$ cat config.mk
export PLATFORM = sky130hd
export DESIGN_NAME = dispcfg_regs
export DESIGN_NICKNAME = d
export VERILOG_FILES = /design/src/rtl/dispcfg_pkg.sv /design/src/rtl/dispcfg_ctrl_unit.sv /design/src/rtl/dispcfg_fc_unit.sv /design/src/rtl/dispcfg_regs.sv
export SDC_FILE = /design/constraint.sdc
export NUM_CORES = 1
export LEC_CHECK = 0
export BUFFER_PORTS_ARGS = -buffer_cell sky130_fd_sc_hd__buf_2
export CAP_MARGIN = 30
export CORE_ASPECT_RATIO = 1.5
export CORE_MARGIN = 5
export CORE_UTILIZATION = 35
export DETAILED_ROUTE_END_ITERATION = 7
export PLACE_DENSITY = 0.66
export SYNTH_ARGS = -nofsm -noshare
export SYNTH_HDL_FRONTEND = slang
export SYNTH_HIERARCHICAL = 1
export SYNTH_SLANG_ARGS = --single-unit
$ cat constraint.sdc
create_clock -name clk -period 1.5 [get_ports clk]
set_clock_uncertainty 0.1 [all_clocks]
set_input_delay 0.075 -clock clk [delete_from_list [all_inputs] [get_ports clk]]
set_output_delay 0.075 -clock clk [all_outputs]
set_load 0.01 [all_outputs]
$ cat src/rtl/dispcfg_pkg.sv
package dispcfg_pkg;
    typedef enum logic {
        ST_IDLE   = 1'b0,
        ST_ACTIVE = 1'b1
    } run_state_e;

    // Control register layout
    localparam int CTRL_W      = 8;
    localparam int BIT_RUN     = 0;
    localparam int BIT_SWRST   = 1;
    localparam int PHASE_LSB   = 2;
    localparam int BIAS_LSB    = 5;
    localparam int BIT_BLANK   = 7;

    localparam int ADDR_CTRL   = 0;
    localparam int ADDR_CNTEN  = 1;
    localparam int FC_BASE     = 2;

    typedef struct packed {
        logic       blank;
        logic [1:0] bias;
        logic [2:0] phase;
    } ctrl_fields_t;
endpackage

$ cat src/rtl/dispcfg_ctrl_unit.sv
module dispcfg_ctrl_unit
    import dispcfg_pkg::*;
(
    input  logic              clk,
    input  logic              rst_n,
    input  logic              wr_hit,
    input  logic [CTRL_W-1:0] wr_bits,
    output logic              soft_rst,
    output logic              run,
    output ctrl_fields_t      fields,
    output logic              locked_drop
);
    run_state_e state_q, state_d;
    ctrl_fields_t fields_q;

    assign soft_rst = wr_hit && wr_bits[BIT_SWRST];

    always_comb begin
        state_d = state_q;
        unique case (state_q)
            ST_IDLE: begin
                if (!soft_rst && wr_hit && wr_bits[BIT_RUN]) state_d = ST_ACTIVE;
            end
            ST_ACTIVE: begin
                if (soft_rst || (wr_hit && !wr_bits[BIT_RUN])) state_d = ST_IDLE;
            end
            default: state_d = ST_IDLE;
        endcase
    end

    always_ff @(posedge clk or negedge rst_n) begin
        if (!rst_n) state_q <= ST_IDLE;
        else        state_q <= state_d;
    end

    always_ff @(posedge clk or negedge rst_n) begin
        if (!rst_n) begin
            fields_q <= '0;
        end else if (soft_rst) begin
            fields_q <= '0;
        end else if (wr_hit) begin
            fields_q.blank <= wr_bits[BIT_BLANK];
            if (state_q == ST_IDLE) begin
                fields_q.phase <= wr_bits[PHASE_LSB +: 3];
                fields_q.bias  <= wr_bits[BIAS_LSB +: 2];
            end
        end
    end

    always_comb begin
        run         = (state_q == ST_ACTIVE);
        fields      = fields_q;
        locked_drop = wr_hit && !soft_rst && (state_q == ST_ACTIVE);
    end

    assert_locked_fields_R3: assert property (@(posedge clk) disable iff (!rst_n)
        (wr_hit && !soft_rst && run) |=> ($stable(fields.phase) && $stable(fields.bias)));

    assert_swrst_idle_R8: assert property (@(posedge clk) disable iff (!rst_n)
        soft_rst |=> (!run && fields == '0));

    assert_enter_active_R10: assert property (@(posedge clk) disable iff (!rst_n)
        (wr_hit && !soft_rst && wr_bits[BIT_RUN]) |=> run);
endmodule

$ cat src/rtl/dispcfg_fc_unit.sv
module dispcfg_fc_unit #(
    parameter int FC_W = 16
) (
    input  logic            clk,
    input  logic            rst_n,
    input  logic            clr,
    input  logic            sel_wr,
    input  logic            guard_en,
    input  logic [FC_W-1:0] wr_val,
    output logic [FC_W-1:0] value,
    output logic            drop
);
    logic [FC_W-1:0] value_q;

    always_ff @(posedge clk or negedge rst_n) begin
        if (!rst_n)                    value_q <= '0;
        else if (clr)                  value_q <= '0;
        else if (sel_wr && !guard_en)  value_q <= wr_val;
    end

    assign value = value_q;
    assign drop  = sel_wr && guard_en;

    assert_guard_hold_R6: assert property (@(posedge clk) disable iff (!rst_n)
        (sel_wr && guard_en && !clr) |=> $stable(value));

    assert_open_write_R5: assert property (@(posedge clk) disable iff (!rst_n)
        (sel_wr && !guard_en && !clr) |=> (value == $past(wr_val)));
endmodule

$ cat src/rtl/dispcfg_regs.sv
module dispcfg_regs
    import dispcfg_pkg::*;
#(
    parameter int ADDR_W = 3,
    parameter int DATA_W = 16,
    parameter int FC_W   = 16,
    parameter int NUM_FC = 3
) (
    input  logic                   clk,
    input  logic                   rst_n,
    input  logic                   wr_en,
    input  logic [ADDR_W-1:0]      wr_addr,
    input  logic [DATA_W-1:0]      wr_data,
    input  logic [ADDR_W-1:0]      rd_addr,
    output logic [DATA_W-1:0]      rd_data,
    output logic                   run,
    output logic [2:0]             phase_sel,
    output logic [1:0]             bias_sel,
    output logic                   blank,
    output logic [NUM_FC-1:0]      cnt_en,
    output logic [NUM_FC*FC_W-1:0] fc_value,
    output logic                   write_ignored
);
    localparam logic [ADDR_W-1:0] A_CTRL  = ADDR_W'(ADDR_CTRL);
    localparam logic [ADDR_W-1:0] A_CNTEN = ADDR_W'(ADDR_CNTEN);

    logic              ctrl_hit, soft_rst, ctrl_drop;
    ctrl_fields_t      fields;
    logic [NUM_FC-1:0] en_q;
    logic [NUM_FC-1:0] fc_drop;
    logic [FC_W-1:0]   fc_q [NUM_FC];
    logic              ign_q;

    assign ctrl_hit = wr_en && (wr_addr == A_CTRL);

    dispcfg_ctrl_unit ctrl_i (
        .clk         (clk),
        .rst_n       (rst_n),
        .wr_hit      (ctrl_hit),
        .wr_bits     (wr_data[CTRL_W-1:0]),
        .soft_rst    (soft_rst),
        .run         (run),
        .fields      (fields),
        .locked_drop (ctrl_drop)
    );

    always_ff @(posedge clk or negedge rst_n) begin
        if (!rst_n)                           en_q <= '0;
        else if (soft_rst)                    en_q <= '0;
        else if (wr_en && wr_addr == A_CNTEN) en_q <= wr_data[NUM_FC-1:0];
    end

    for (genvar i = 0; i < NUM_FC; i++) begin : g_fc
        logic sel;
        assign sel = wr_en && (wr_addr == ADDR_W'(FC_BASE + i));
        dispcfg_fc_unit #(.FC_W(FC_W)) fc_i (
            .clk      (clk),
            .rst_n    (rst_n),
            .clr      (soft_rst),
            .sel_wr   (sel),
            .guard_en (en_q[i]),
            .wr_val   (wr_data[FC_W-1:0]),
            .value    (fc_q[i]),
            .drop     (fc_drop[i])
        );
        assign fc_value[i*FC_W +: FC_W] = fc_q[i];
    end

    always_ff @(posedge clk or negedge rst_n) begin
        if (!rst_n) ign_q <= 1'b0;
        else        ign_q <= ctrl_drop || (|fc_drop);
    end

    always_comb begin
        rd_data = '0;
        if (rd_addr == A_CTRL) begin
            rd_data[BIT_RUN]           = run;
            rd_data[PHASE_LSB +: 3]    = fields.phase;
            rd_data[BIAS_LSB +: 2]     = fields.bias;
            rd_data[BIT_BLANK]         = fields.blank;
        end else if (rd_addr == A_CNTEN) begin
            rd_data[NUM_FC-1:0] = en_q;
        end
        for (int k = 0; k < NUM_FC; k++) begin
            if (rd_addr == ADDR_W'(FC_BASE + k)) rd_data = DATA_W'(fc_q[k]);
        end
    end

    assign phase_sel     = fields.phase;
    assign bias_sel      = fields.bias;
    assign blank         = fields.blank;
    assign cnt_en        = en_q;
    assign write_ignored = ign_q;

    assert_ignore_after_write_R7: assert property (@(posedge clk) disable iff (!rst_n)
        write_ignored |-> $past(wr_en));

    assert_swrst_no_ignore_R8: assert property (@(posedge clk) disable iff (!rst_n)
        soft_rst |=> (!write_ignored && cnt_en == '0));
endmodule

=== After elaboration in Yosys (flattened, before gate mapping) ===
Index checks and enable logic that the tools add are counted.

* Add/sub/neg operators: 0
* $mul: 0
* Divide/modulo/power cells: 0
* Magnitude comparators: 0
* Equality and inequality tests: 9
* Shifts and indexed selects: 0
* Multiplexer cells: 22
* Bitwise logic cells: 1
* Reduce and logical (&&, ||, !) cells: 32

{| class="wikitable"
|+ Operators with widths
! kind !! count
|-
| 16-bit 2-to-1 mux || 9
|-
| 1-bit logical AND || 16
|-
| 3-bit by 2-bit == test with 1-bit output, second input constant || 4
|-
| 6-bit 2-to-1 mux || 2
|-
| 5-bit 2-to-1 mux || 2
|-
| 2-bit nonzero test || 5
|-
| 3-bit 2-to-1 mux || 3
|-
| 3-bit by 1-bit == test with 1-bit output, second input constant || 2
|-
| 3-bit == test, second input constant || 2
|-
| 3-bit zero test || 2
|-
| 1-bit zero test || 5
|-
| 1-bit 2-to-1 mux || 5
|-
| 3-bit OR reduction || 1
|-
| 1-bit logical OR || 2
|-
| 2-bit by 1-bit != test with 1-bit output, second input constant || 1
|-
| 1-bit one-hot mux with 2 select lines || 1
|-
| 2-bit AND reduction || 1
|-
| 1-bit NOT || 1
|}

* Register bits after elaboration: 59
* Bits in latches: 0
* RAM bits: 0
* Memory bits (read-only): 0
* Input port bits: 25
* Output and inout port bits: 75
* Word-level logic and storage cells: 73
* Memories: 0

=== Longest topological paths before layout ===
Gate-level depths: netlist of run 1.

* Depth after elaboration: 8
* Mapped depth: 6
* Mapped depth without buffers: 4

=== By module ===
Netlist of run 1, hierarchy kept.

{| class="wikitable"
|+ By module, submodules not included
! module !! times used !! cells an instance !! area each (um^2) !! seq. area each (um^2)
|-
| dispcfg_fc_unit || 3 || 72 || 854.6 || 400.4
|-
| dispcfg_regs || 1 || 78 || 669.4 || 100.1
|-
| dispcfg_ctrl_unit || 1 || 35 || 367.9 || 175.2
|}

=== Least setup slack after synthesis of run 1 ===
OpenSTA, ideal clock, no wires.

* Kind: input port to flip-flop
* From: in wr_addr[1]
* To: reg g_fc[0].fc_i.value_q[12]
* Library setup time: 0.127 ns
* Arrival time: 1.485 ns
* Required time: 1.273 ns
* Setup slack: -0.213 ns
* Stages: 6
* Buffers on the path: 2
* Path through: nor4b_1 -> buf_4 -> and2_1 -> clkbuf_1 -> nand4bb_1 -> o21ai_0

* Word-level cells in the longest chain between the ends: 4
* Elaborated cells between the ends (all ways): 8
* Classes of those cells: 1 x eq/ne; 1 x mux; 6 x reduce/logical

{| class="wikitable"
|+ RTL lines
! element !! line !! RTL
|-
| from (decl) || dispcfg_regs.sv:12 || <nowiki>input logic [ADDR_W-1:0] wr_addr,</nowiki>
|-
| 3-bit zero test * || dispcfg_regs.sv:34 || <nowiki>assign ctrl_hit = wr_en && (wr_addr == A_CTRL);</nowiki>
|-
| 1-bit logical AND * || dispcfg_regs.sv:34 ||
|-
| 1-bit logical AND * || dispcfg_ctrl_unit.sv:16 || <nowiki>assign soft_rst = wr_hit && wr_bits[BIT_SWRST];</nowiki>
|-
| net soft_rst || dispcfg_regs.sv:27 || <nowiki>logic ctrl_hit, soft_rst, ctrl_drop;</nowiki>
|-
| 16-bit 2-to-1 mux or 2-bit nonzero test (tied branches) || -- ||
|-
| to (signal assigned) || dispcfg_fc_unit.sv:18 || <nowiki>else if (sel_wr && !guard_en) value_q <= wr_val;</nowiki>
|-
| to (decl) || dispcfg_fc_unit.sv:13 || <nowiki>logic [FC_W-1:0] value_q;</nowiki>
|}

The timed path passes the listed nets; every way through them passes the cells marked *.
A chain may end at the register's enable or synchronous reset.

=== Worst setup path after layout of run 1 ===
* From: reg g_fc[2].fc_i.value_q[2]
* To: out rd_data[2]

* Word-level cells in the longest chain between the ends: 1

{| class="wikitable"
|+ RTL lines
! element !! line !! RTL
|-
| from (decl) || dispcfg_fc_unit.sv:13 ||
|-
| from (signal assigned) || dispcfg_fc_unit.sv:18 ||
|-
| 16-bit 2-to-1 mux || dispcfg_regs.sv:85 || <nowiki>if (rd_addr == ADDR_W'(FC_BASE + k)) rd_data = DATA_W'(fc_q[k]);</nowiki>
|-
| to (decl) || dispcfg_regs.sv:15 || <nowiki>output logic [DATA_W-1:0] rd_data,</nowiki>
|}

Every way passes these cells.

==> flow_metrics.env, run 1 <==
export IMPL_syn_inst=329
export IMPL_drv_cap=0
export IMPL_num_vias=3192
export IMPL_cts_tree="done"
export IMPL_rsz0062_at_grt="true"
export IMPL_portBuffers=99
export IMPL_ys_top_cells_by_area="dfrtp_1 41%, nand4bb_1 15%, nand2b_1 9.4%"
export IMPL_ys_warn_count=6
export IMPL_antenna_found_initial=0
export IMPL_cts_root_buf="clkbuf_16"
export IMPL_period_share=1.050
export IMPL_synth_top_family_by_area="simple AND/OR/NAND/NOR gates"
export IMPL_timing_hold_ws_ns=0.001808
export IMPL_criticalPathCategory="register to primary output"
export IMPL_firstDrtPassIters=4
export IMPL_p_total_mw=6.441
export IMPL_overflow=0
export IMPL_synth_area_um2=3601
export IMPL_critPathMaxFanout=2
export IMPL_place_gp_congestion=0.8445
export IMPL_synthAdderAreaFrac=0
export IMPL_fmax_mhz=635.1
export IMPL_finalSetupTns_ns=-0.09833
export IMPL_grt_pass1_wl_mm=17.73
export IMPL_synth_compound_area_frac=0.1484
export IMPL_muxShareOfSynthArea=0.07227
export IMPL_path_cells="mux2i_1, o22ai_1, a31o_2, buf_6"
export IMPL_ant_nets=0
export IMPL_yosysMostFrequentCell="dfrtp_1"
export IMPL_start_util=0.3573
export IMPL_cts_buffers=9
export IMPL_status="complete, but fails checks"
export IMPL_worstPathArrival_ns=1.40
export IMPL_clock_sinks=59
export IMPL_async_reset_ff_frac=1.000
export IMPL_drtIter0Drc=149
export IMPL_coreArea_um2=10080
export IMPL_via_per_inst=5.419
export IMPL_slowest_delay_ns=0.38
export IMPL_ys_ff_latch=59
export IMPL_cts_buffer_depth=2
export IMPL_setup_ws_ns=-0.07448
export IMPL_grt_start_max_net_pins=60
export IMPL_drc=0
export IMPL_row_count=45
export IMPL_slowest_stage="dfrtp_1"
export IMPL_syn_to_final_growth_pct=37.04
export IMPL_synth_top_area_frac=0.4100
export IMPL_synth_fp_nets=354
export IMPL_setup_violations=2
export IMPL_synth_cell_type_count=35
export IMPL_die_area_um2=12460
export IMPL_synth_xor_area_frac=0
export IMPL_synth_simple_area_share=0.3148
export IMPL_p_leak_nw=2.238
export IMPL_fillerInstances=903
export IMPL_slew_headroom=0.7215
export IMPL_cp_start_kind="register"
export IMPL_wirelength_mm=11.46
export IMPL_avgSynthCellArea_um2=10.95
export IMPL_die_h_um=134.2
export IMPL_critPathCaptureType="primary output"
export IMPL_drv_slew=0
export IMPL_synth_yosys_seq_area_share=0.4100
export IMPL_grt_pass1_vias=3268
export IMPL_worst_pin_slew_ns=0.4118
export IMPL_htreeDepth=3
export IMPL_layout_nets=492
export IMPL_min_path_type="input port to register"
export IMPL_grt_total_usage=0.1851
export IMPL_wl_per_cell_um=19.46
export IMPL_hold_viol=0
export IMPL_pin_count=100
export IMPL_synth_edff_count=0
export IMPL_clock_latency_ns=0.32
export IMPL_cp_required_ns=1.32
export IMPL_peakVddDrop_mv=0.7916
export IMPL_synth_main_ff_cell="dfrtp_1"
export IMPL_clkSlewWorstSetupHoldPaths_ns=0.05
export IMPL_yosys_top_cells_count="59 x dfrtp_1, 54 x nand2b_1, 48 x nand4bb_1, 30 x o21ai_2"
export IMPL_violations="negative setup slack"
export IMPL_antenna_cells=0
export IMPL_fin_crit_ns=1.574
export IMPL_synth_area_leader_cell="dfrtp_1"
export IMPL_drive_above_1_share=0.4237
export IMPL_hpwl_mm=8.101
export IMPL_p_per_area_nw_per_um2=1305
export IMPL_die_x_um=92.82
[worst paths after layout]
| kind | from | endpoint | slack, ns | cells after the start |
|---|---|---|---|---|
| setup / recovery | g_fc[2].fc_i/value[2] | rd_data[2] | -0.07 | 4 |
| hold / removal | wr_data[2] | g_fc[2].fc_i/value[2] | 0.002 | 3 |
| setup reg to reg | cnt_en[1] | write_ignored | 0.03 | 3 |
| hold reg to reg | ctrl_i/fields[2] | ctrl_i/fields[2] | 0.45 | 2 |
| max in group asynchronous | rst_n | cnt_en[1] | 0.81 | 3 |
| min in group asynchronous | rst_n | ctrl_i/fields[1] | 0.17 | 3 |
[logic make-up (layout without fill, tap and decap cells)]
logic type	Yosys count	after routing
and+or+nand+nor	139	139
buffers and inverters	31	174
DFF	59	59
muxes	26	26
AOI/OAI and AO/OA	74	74
[per-layer routing]
layer | GRT usage | up-vias | share of wire
li1 | - | 1497 | -
met1 | 0.2200 | 1578 | 0.40
met2 | 0.3234 | 100 | 0.52
met3 | 0.03704 | 17 | 0.054
met4 | 0.07416 | 0 | 0.026
met5 | 0 | - | 0
[critical path: cells and delay by family (launching register included)]
| kind | cells | cell delay [ns] |
|---|---|---|
| DFF | 1 | 0.38 |
| AOI/OAI and AO/OA | 2 | 0.38 |
| muxes | 1 | 0.20 |
| buffers and inverters | 1 | 0.12 |
[registers in the layout, indices dropped and copies added (netlist names)]
| signal | count |
|---|---|
| g_fc.fc_i/value | 48 |
| ctrl_i/fields | 6 |
| cnt_en | 3 |
| ctrl_i/run | 1 |
| write_ignored | 1 |
[metrics by stage]
step                utilization  setup slack (ns)  instance area (µm²)  cells
finish                   0.4896          -0.07448                 4935    589
global route             0.4896           -0.1259                 4935    589
CTS                      0.4838          -0.08872                 4876    586
detailed placement       0.4289           0.01099                 4323    545
global placement         0.4289           0.05866                 4323    545
floorplan                     -          0.004486                 3616    329
[final cells by class]
cell class                 instances  area [µm²]  area share
inverter                           7       26.28    0.005325
tap                              117       146.4     0.02967
clock inverter                     5       77.57     0.01572
sequential                        59        1479      0.2997
timing repair buffer             151       992.2      0.2011
multi-input combinational        239        1981      0.4014
clock buffer                      11       232.7     0.04716
[placed cells by master, fill, tap and decap left out, types with 4 or more instances in the layout]
cell	count
and2_1	4
buf_12	5
buf_2	98
buf_4	32
clkbuf_16	9
dfrtp_1	57
dlygate4sd3_1	15
inv_1	7
mux2i_1	23
nand2_1	9
nand2b_1	54
nand3b_1	5
nand4bb_1	48
nor2_1	4
o21ai_0	26
o21ai_2	30
o221ai_1	5
o22ai_1	6
[where the power goes]
group          internal (mW)  switching (mW)  total, mW
logic                  0.961            1.02       1.99
clock network           1.45           0.730       2.18
registers               1.96           0.319       2.28
[repair_timing]
| action | 4_1_cts | 5_1_grt |
|---|---|---|
| pin swaps | 2 | 2 |
| hold buffers | 15 | 0 |
| gates resized for setup | 4 | 8 |
| hold endpoints to repair | 96 | 0 |
| endpoints found under the setup margin | 3 | 4 |
| setup buffers | 10 | 3 |
Power figures use the tool's default switching activity.
==> run 2, diff against run 1 <==
--- a/config.mk
+++ b/config.mk
@@ -8,7 +8,7 @@
 export BUFFER_PORTS_ARGS = -buffer_cell sky130_fd_sc_hd__buf_2
 export CAP_MARGIN = 30
 export CORE_ASPECT_RATIO = 1.5
-export CORE_MARGIN = 5
+export CORE_MARGIN = 3
 export CORE_UTILIZATION = 35
 export DETAILED_ROUTE_END_ITERATION = 7
 export PLACE_DENSITY = 0.66
==> run 2 against run 1 <==
Effect of this change:
- the flow still finishes with violations (negative setup slack)
- fmax fell by 0.15%
- final area fell by 1.7%
- combinational power fell by 3%
- routed wire length rose by 0.90%
- sequential share of layout area rose by 0.53 points
- global-route usage rose by 2.0 points
- die area fell by 7.2%
- register-to-register slack improved by 0.02 ns
- total power fell by 4.7%
- via count rose by 1.5%
- worst hold slack improved by 0.12 ns
==> flow_metrics.env, run 2 (synthesis results as in run 1) <==
export IMPL_status="complete, but fails checks"
export IMPL_violations="negative setup slack"
export IMPL_critPathMaxFanout=2
export IMPL_top_layer="met4"
export IMPL_hpwl_mm=8.192
export IMPL_wl_met3_um=629
export IMPL_drive_above_1_share=0.4069
export IMPL_rsz0062_at_grt="true"
export IMPL_die_area_um2=11570
export IMPL_antenna_cells=0
export IMPL_overflow=0
export IMPL_grt_start_max_net_pins=45
export IMPL_fillerInstances=900
export IMPL_critPathLaunch="g_fc[2].fc_i/value[2]"
export IMPL_met1_length_mm=4.746
export IMPL_layout_nets=487
export IMPL_dp_cells=543
export IMPL_grt_pass1_wl_mm=17.68
export IMPL_slew_headroom=0.6927
export IMPL_clock_sinks=59
export IMPL_layout_common_cells="98 x buf_2, 57 x dfrtp_1, 54 x nand2b_1, 48 x nand4bb_1, 30 x o21ai_2"
export IMPL_place_gp_congestion=0.8796
export IMPL_num_vias=3241
export IMPL_wl_per_cell_um=19.87
export IMPL_drc=0
export IMPL_syn_to_final_growth_pct=34.68
export IMPL_start_util=0.3654
export IMPL_period_share=1.051
export IMPL_postLayoutCoreUtil=0.4921
export IMPL_grt_pass1_vias=3283
export IMPL_setup_violations=3
export IMPL_ff2ff_setup_slack_ns=0.05
export IMPL_fin_crit_ns=1.577
export IMPL_setup_ws_ns=-0.07682
export IMPL_hold_viol=0
export IMPL_worst_pin_slew_ns=0.4544
export IMPL_drv_slew=0
export IMPL_critPathCaptureType="primary output"
export IMPL_firstDrtPassIters=4
export IMPL_drv_cap=0
export IMPL_dr_wl_met2_mm=5.763
export IMPL_regArea_um2=1479
export IMPL_final_common_cell="buf_2"
export IMPL_finalNonFillerCells=582
export IMPL_cp_required_ns=1.32
export IMPL_portBuffers=99
export IMPL_endpoint="rd_data[2]"
export IMPL_criticalPathCategory="register to primary output"
export IMPL_clkSlewWorstSetupHoldPaths_ns=0.05
export IMPL_grt_total_usage=0.2051
export IMPL_multi_input_area_um2=1976
export IMPL_pre_cts_ws_ns=0.01505
export IMPL_ant_nets=0
export IMPL_reg2reg_to="write_ignored"
export IMPL_worstPathArrival_ns=1.40
export IMPL_cts_buffer_depth=2
export IMPL_reg2reg_from="cnt_en[1]"
export IMPL_min_path_type="input port to asynchronous set/reset pin"
export IMPL_cts_root_buf="clkbuf_16"
export IMPL_clock_latency_ns=0.33
export IMPL_largest_register_ffs=48
export IMPL_pin_count=100
export IMPL_peakVddDrop_mv=0.5189
export IMPL_antenna_found_initial=0
export IMPL_via_per_inst=5.569
export IMPL_htreeDepth=3
export IMPL_die_h_um=130.2
export IMPL_finalSetupTns_ns=-0.1941
export IMPL_p_leak_nw=2.197
export IMPL_cp_start_kind="register"
export IMPL_p_per_area_nw_per_um2=1265
export IMPL_p_total_mw=6.137
export IMPL_cts_buffers=9
export IMPL_drtIter0Drc=199
export IMPL_wirelength_mm=11.57
export IMPL_die_x_um=88.82
export IMPL_cts_tree="done"
export IMPL_row_count=44
export IMPL_r2r_cells=3
export IMPL_fmax_mhz=634.2
export IMPL_coreArea_um2=9854
-- run 2: cell count changes in the layout (fill, tap and decap cells not counted), moves of 2 or more --
cell	delta
dlygate4sd3_1	+2
bufinv_16	-2
clkbuf_8	+2
buf_4	-7
-- run 2: worst min-delay path by stage --
stage          startpoint                     end  cells after the start
2_1_floorplan       rst_n               cnt_en[0]                      0
3_3_place_gp        rst_n  g_fc[2].fc_i/value[14]                      1
3_5_place_dp        rst_n  g_fc[2].fc_i/value[14]                      1
4_1_cts             rst_n        ctrl_i/fields[0]                      2
5_1_grt             rst_n   g_fc[2].fc_i/value[1]                      2
6_report            rst_n  g_fc[2].fc_i/value[14]                      2
-- run 2: per-layer routing --
| layer | up-vias | GRT usage |
|---|---|---|
| li1 | 1486 | - |
| met4 | 0 | 0.1050 |
| met2 | 132 | 0.3478 |
| met1 | 1595 | 0.2446 |
| met3 | 28 | 0.03538 |
| met5 | - | 0 |
-- run 2: final cells by class --
type	count	area share
clock buffer	14	0.05444
clock inverter	2	0.002064
inverter	7	0.005418
multi-input combinational	239	0.4074
sequential	59	0.3050
tap	115	0.02967
timing repair buffer	146	0.1961
-- run 2: critical path, cell delays in order (launching register included) --
cell     delay (ns)
dfrtp_1        0.39
mux2i_2        0.20
o22ai_1        0.11
a31o_2         0.25
buf_6          0.12
-- run 2: metrics by stage --
step	hold WS (ns)	instance area [µm²]
after floorplan	-0.3206	3616
after global placement	-0.08068	4320
after detailed placement	-0.07310	4320
after CTS	0.1231	4835
after global routing	0.1603	4850
final	0.1245	4850
-- run 2: timing repair --
item,CTS,global route
hold endpoints to repair,107,0
hold buffers,17,0
buffers inserted,4,2
gates resized for setup,7,0
setup endpoints to repair,3,3
cloned,0,0
pin swaps,2,1
-- run 2: power by group --
| group | internal [mW] | switching [mW] |
|---|---|---|
| Sequential | 1.96 | 0.335 |
| Combinational | 0.919 | 1.02 |
| Clock | 1.20 | 0.703 |
| Total | 4.08 | 2.06 |
==> run 3, diff against run 2 <==
--- a/config.mk
+++ b/config.mk
@@ -11,7 +11,7 @@
 export CORE_MARGIN = 3
 export CORE_UTILIZATION = 35
 export DETAILED_ROUTE_END_ITERATION = 7
-export PLACE_DENSITY = 0.66
+export PLACE_DENSITY = 0.62
 export SYNTH_ARGS = -nofsm -noshare
 export SYNTH_HDL_FRONTEND = slang
 export SYNTH_HIERARCHICAL = 1
==> constraint.sdc (replaced) <==
create_clock -name clk -period 1.7 [get_ports clk]
set_clock_uncertainty 0.1 [all_clocks]
set_input_delay 0.085 -clock clk [delete_from_list [all_inputs] [get_ports clk]]
set_output_delay 0.085 -clock clk [all_outputs]
set_load 0.01 [all_outputs]
==> run 3 against run 2 <==
Effect of this change:
- the run now ends clean
- total power down 12%
- first-iteration DRC count down 35%
- critical path type unchanged
- final area down 3.4%
- sequential power down 10%
- critical endpoint unchanged
- routed wire length down 0.91%
- utilization down 1.7 points
- non-clock buffer count down 15
- worst hold slack worse by 0.12 ns
==> flow_metrics.env, run 3 (synthesis results as in run 1) <==
export IMPL_grt_total_usage=0.2081
export IMPL_place_gp_congestion=0.7552
export IMPL_largest_register_ffs=48
export IMPL_layout_nets=472
export IMPL_criticalPathCategory="register to primary output"
export IMPL_regArea_um2=1478
export IMPL_cts_buffers=9
export IMPL_antenna_found_initial=0
export IMPL_finalSetupTns_ns=0
export IMPL_overflow=0
export IMPL_peakVddDrop_mv=0.5190
export IMPL_slowest_stage="dfrtp_1"
export IMPL_critPathCaptureType="primary output"
export IMPL_die_h_um=130.2
export IMPL_grt_start_max_net_pins=60
export IMPL_cp_start_kind="register"
export IMPL_cts_tree="done"
export IMPL_status="complete, no violations"
export IMPL_cp_required_ns=1.51
export IMPL_drv_slew=0
export IMPL_drv_cap=0
export IMPL_drtIter0Drc=130
export IMPL_fillerInstances=955
export IMPL_cts_root_buf="clkbuf_16"
export IMPL_setup_ws_ns=0.1056
export IMPL_fin_crit_ns=1.594
export IMPL_critPathLaunch="g_fc[2].fc_i/value[2]"
export IMPL_htreeDepth=3
export IMPL_period_share=0.9379
export IMPL_pin_count=100
export IMPL_firstDrtPassIters=4
export IMPL_pre_cts_ws_ns=0.1791
export IMPL_grt_pass1_vias=3102
export IMPL_postLayoutCoreUtil=0.4754
export IMPL_row_count=44
export IMPL_path_cells="mux2i_2, o22ai_1, a31o_2, buf_2"
export IMPL_rsz0062_at_grt="false"
export IMPL_layout_common_cells="99 x buf_2, 58 x dfrtp_1, 54 x nand2b_1, 48 x nand4bb_1, 30 x o21ai_2"
export IMPL_ff2ff_setup_slack_ns=0.29
export IMPL_hpwl_mm=8.338
export IMPL_syn_to_final_growth_pct=30.09
export IMPL_dpl_cell_area_um2=4254
export IMPL_clock_latency_ns=0.33
export IMPL_critPathMaxFanout=3
export IMPL_p_leak_nw=2.118
export IMPL_portBuffers=99
export IMPL_endpoint="rd_data[2]"
export IMPL_start_util=0.3654
export IMPL_via_per_inst=5.479
export IMPL_p_per_area_nw_per_um2=1149
export IMPL_drc=0
export IMPL_hold_viol=0
export IMPL_die_x_um=88.82
export IMPL_final_common_cell="buf_2"
export IMPL_wirelength_mm=11.46
export IMPL_coreArea_um2=9854
export IMPL_antenna_cells=0
export IMPL_drive_above_1_share=0.3880
export IMPL_setup_violations=0
export IMPL_r2r_cells=2
export IMPL_grt_pass1_wl_mm=17.66
export IMPL_slew_headroom=0.7079
export IMPL_clkSlewWorstSetupHoldPaths_ns=0.05
export IMPL_slowest_delay_ns=0.40
export IMPL_num_vias=3101
export IMPL_die_area_um2=11570
export IMPL_worst_pin_slew_ns=0.4381
export IMPL_ant_nets=0
export IMPL_fmax_mhz=627.2
export IMPL_reg2reg_from="cnt_en[0]"
export IMPL_fin_area_um2=4684
export IMPL_multi_input_area_um2=1954
export IMPL_clock_sinks=59
export IMPL_min_path_type="input port to register"
export IMPL_reg2reg_to="write_ignored"
export IMPL_wl_per_cell_um=20.25
export IMPL_worstPathArrival_ns=1.41
export IMPL_cts_buffer_depth=2
[run 3: worst min-delay path by stage]
stage	from	end	slack (ns)	cells after the start
after floorplan	rst_n	cnt_en[0]	-0.31	0
after global placement	rst_n	g_fc[2].fc_i/value[15]	0.02	2
after detailed placement	rst_n	g_fc[2].fc_i/value[15]	0.02	2
after CTS	wr_data[13]	g_fc[1].fc_i/value[13]	0.0007	3
after global routing	wr_data[13]	g_fc[2].fc_i/value[13]	0.01	3
final	wr_data[6]	g_fc[1].fc_i/value[6]	0.003	3
[run 3: worst max-delay path: cells and delay by family (launching register included)]
family | cells | cell delay (ns)
AO/OA/AOI/OAI | 2 | 0.34
flip-flops | 1 | 0.40
multiplexers | 1 | 0.19
buffers and inverters | 1 | 0.14
[run 3: area by class of cell]
| class | count | share of cell area |
|---|---|---|
| Sequential cell | 59 | 0.3154 |
| Multi-Input combinational cell | 239 | 0.4172 |
| Clock buffer | 12 | 0.05048 |
| Tap cell | 115 | 0.03072 |
| Clock inverter | 3 | 0.008547 |
| Timing Repair Buffer | 131 | 0.1720 |
| Inverter | 7 | 0.005609 |
[run 3: stage by stage]
stage | std cells | hold WS [ns] | power, mW
2_1_floorplan | 329 | -0.3106 | 2.855
3_3_place_gp | 536 | 0.02007 | 3.587
3_5_place_dp | 536 | 0.01948 | 3.616
4_1_cts | 565 | 0.0006984 | 5.414
5_1_grt | 566 | 0.01187 | 5.697
6_report | 566 | 0.003171 | 5.385
[run 3: what timing repair did]
| action | 4_1_cts | 5_1_grt |
|---|---|---|
| cloned | 0 | 0 |
| setup endpoints to repair | 1 | 1 |
| endpoints found under the hold margin | 84 | 0 |
| setup buffers | 1 | 1 |
| gates resized for setup | 2 | 1 |
| hold buffers | 13 | 0 |
[run 3: report_power, final]
group | leakage [nW] | switching [mW] | internal [mW]
clock | 0.136 | 0.629 | 1.12
sequential | 0.749 | 0.330 | 1.73
combinational | 1.23 | 0.834 | 0.744
total | 2.12 | 1.79 | 3.59
[run 3: metal layers]
layer	wire length (µm)	up-vias	global-route usage
met5	0	-	0
met4	146	0	0.08185
met3	532	8	0.03664
met2	6029	104	0.3561
met1	4754	1531	0.2557
li1	-	1458	-
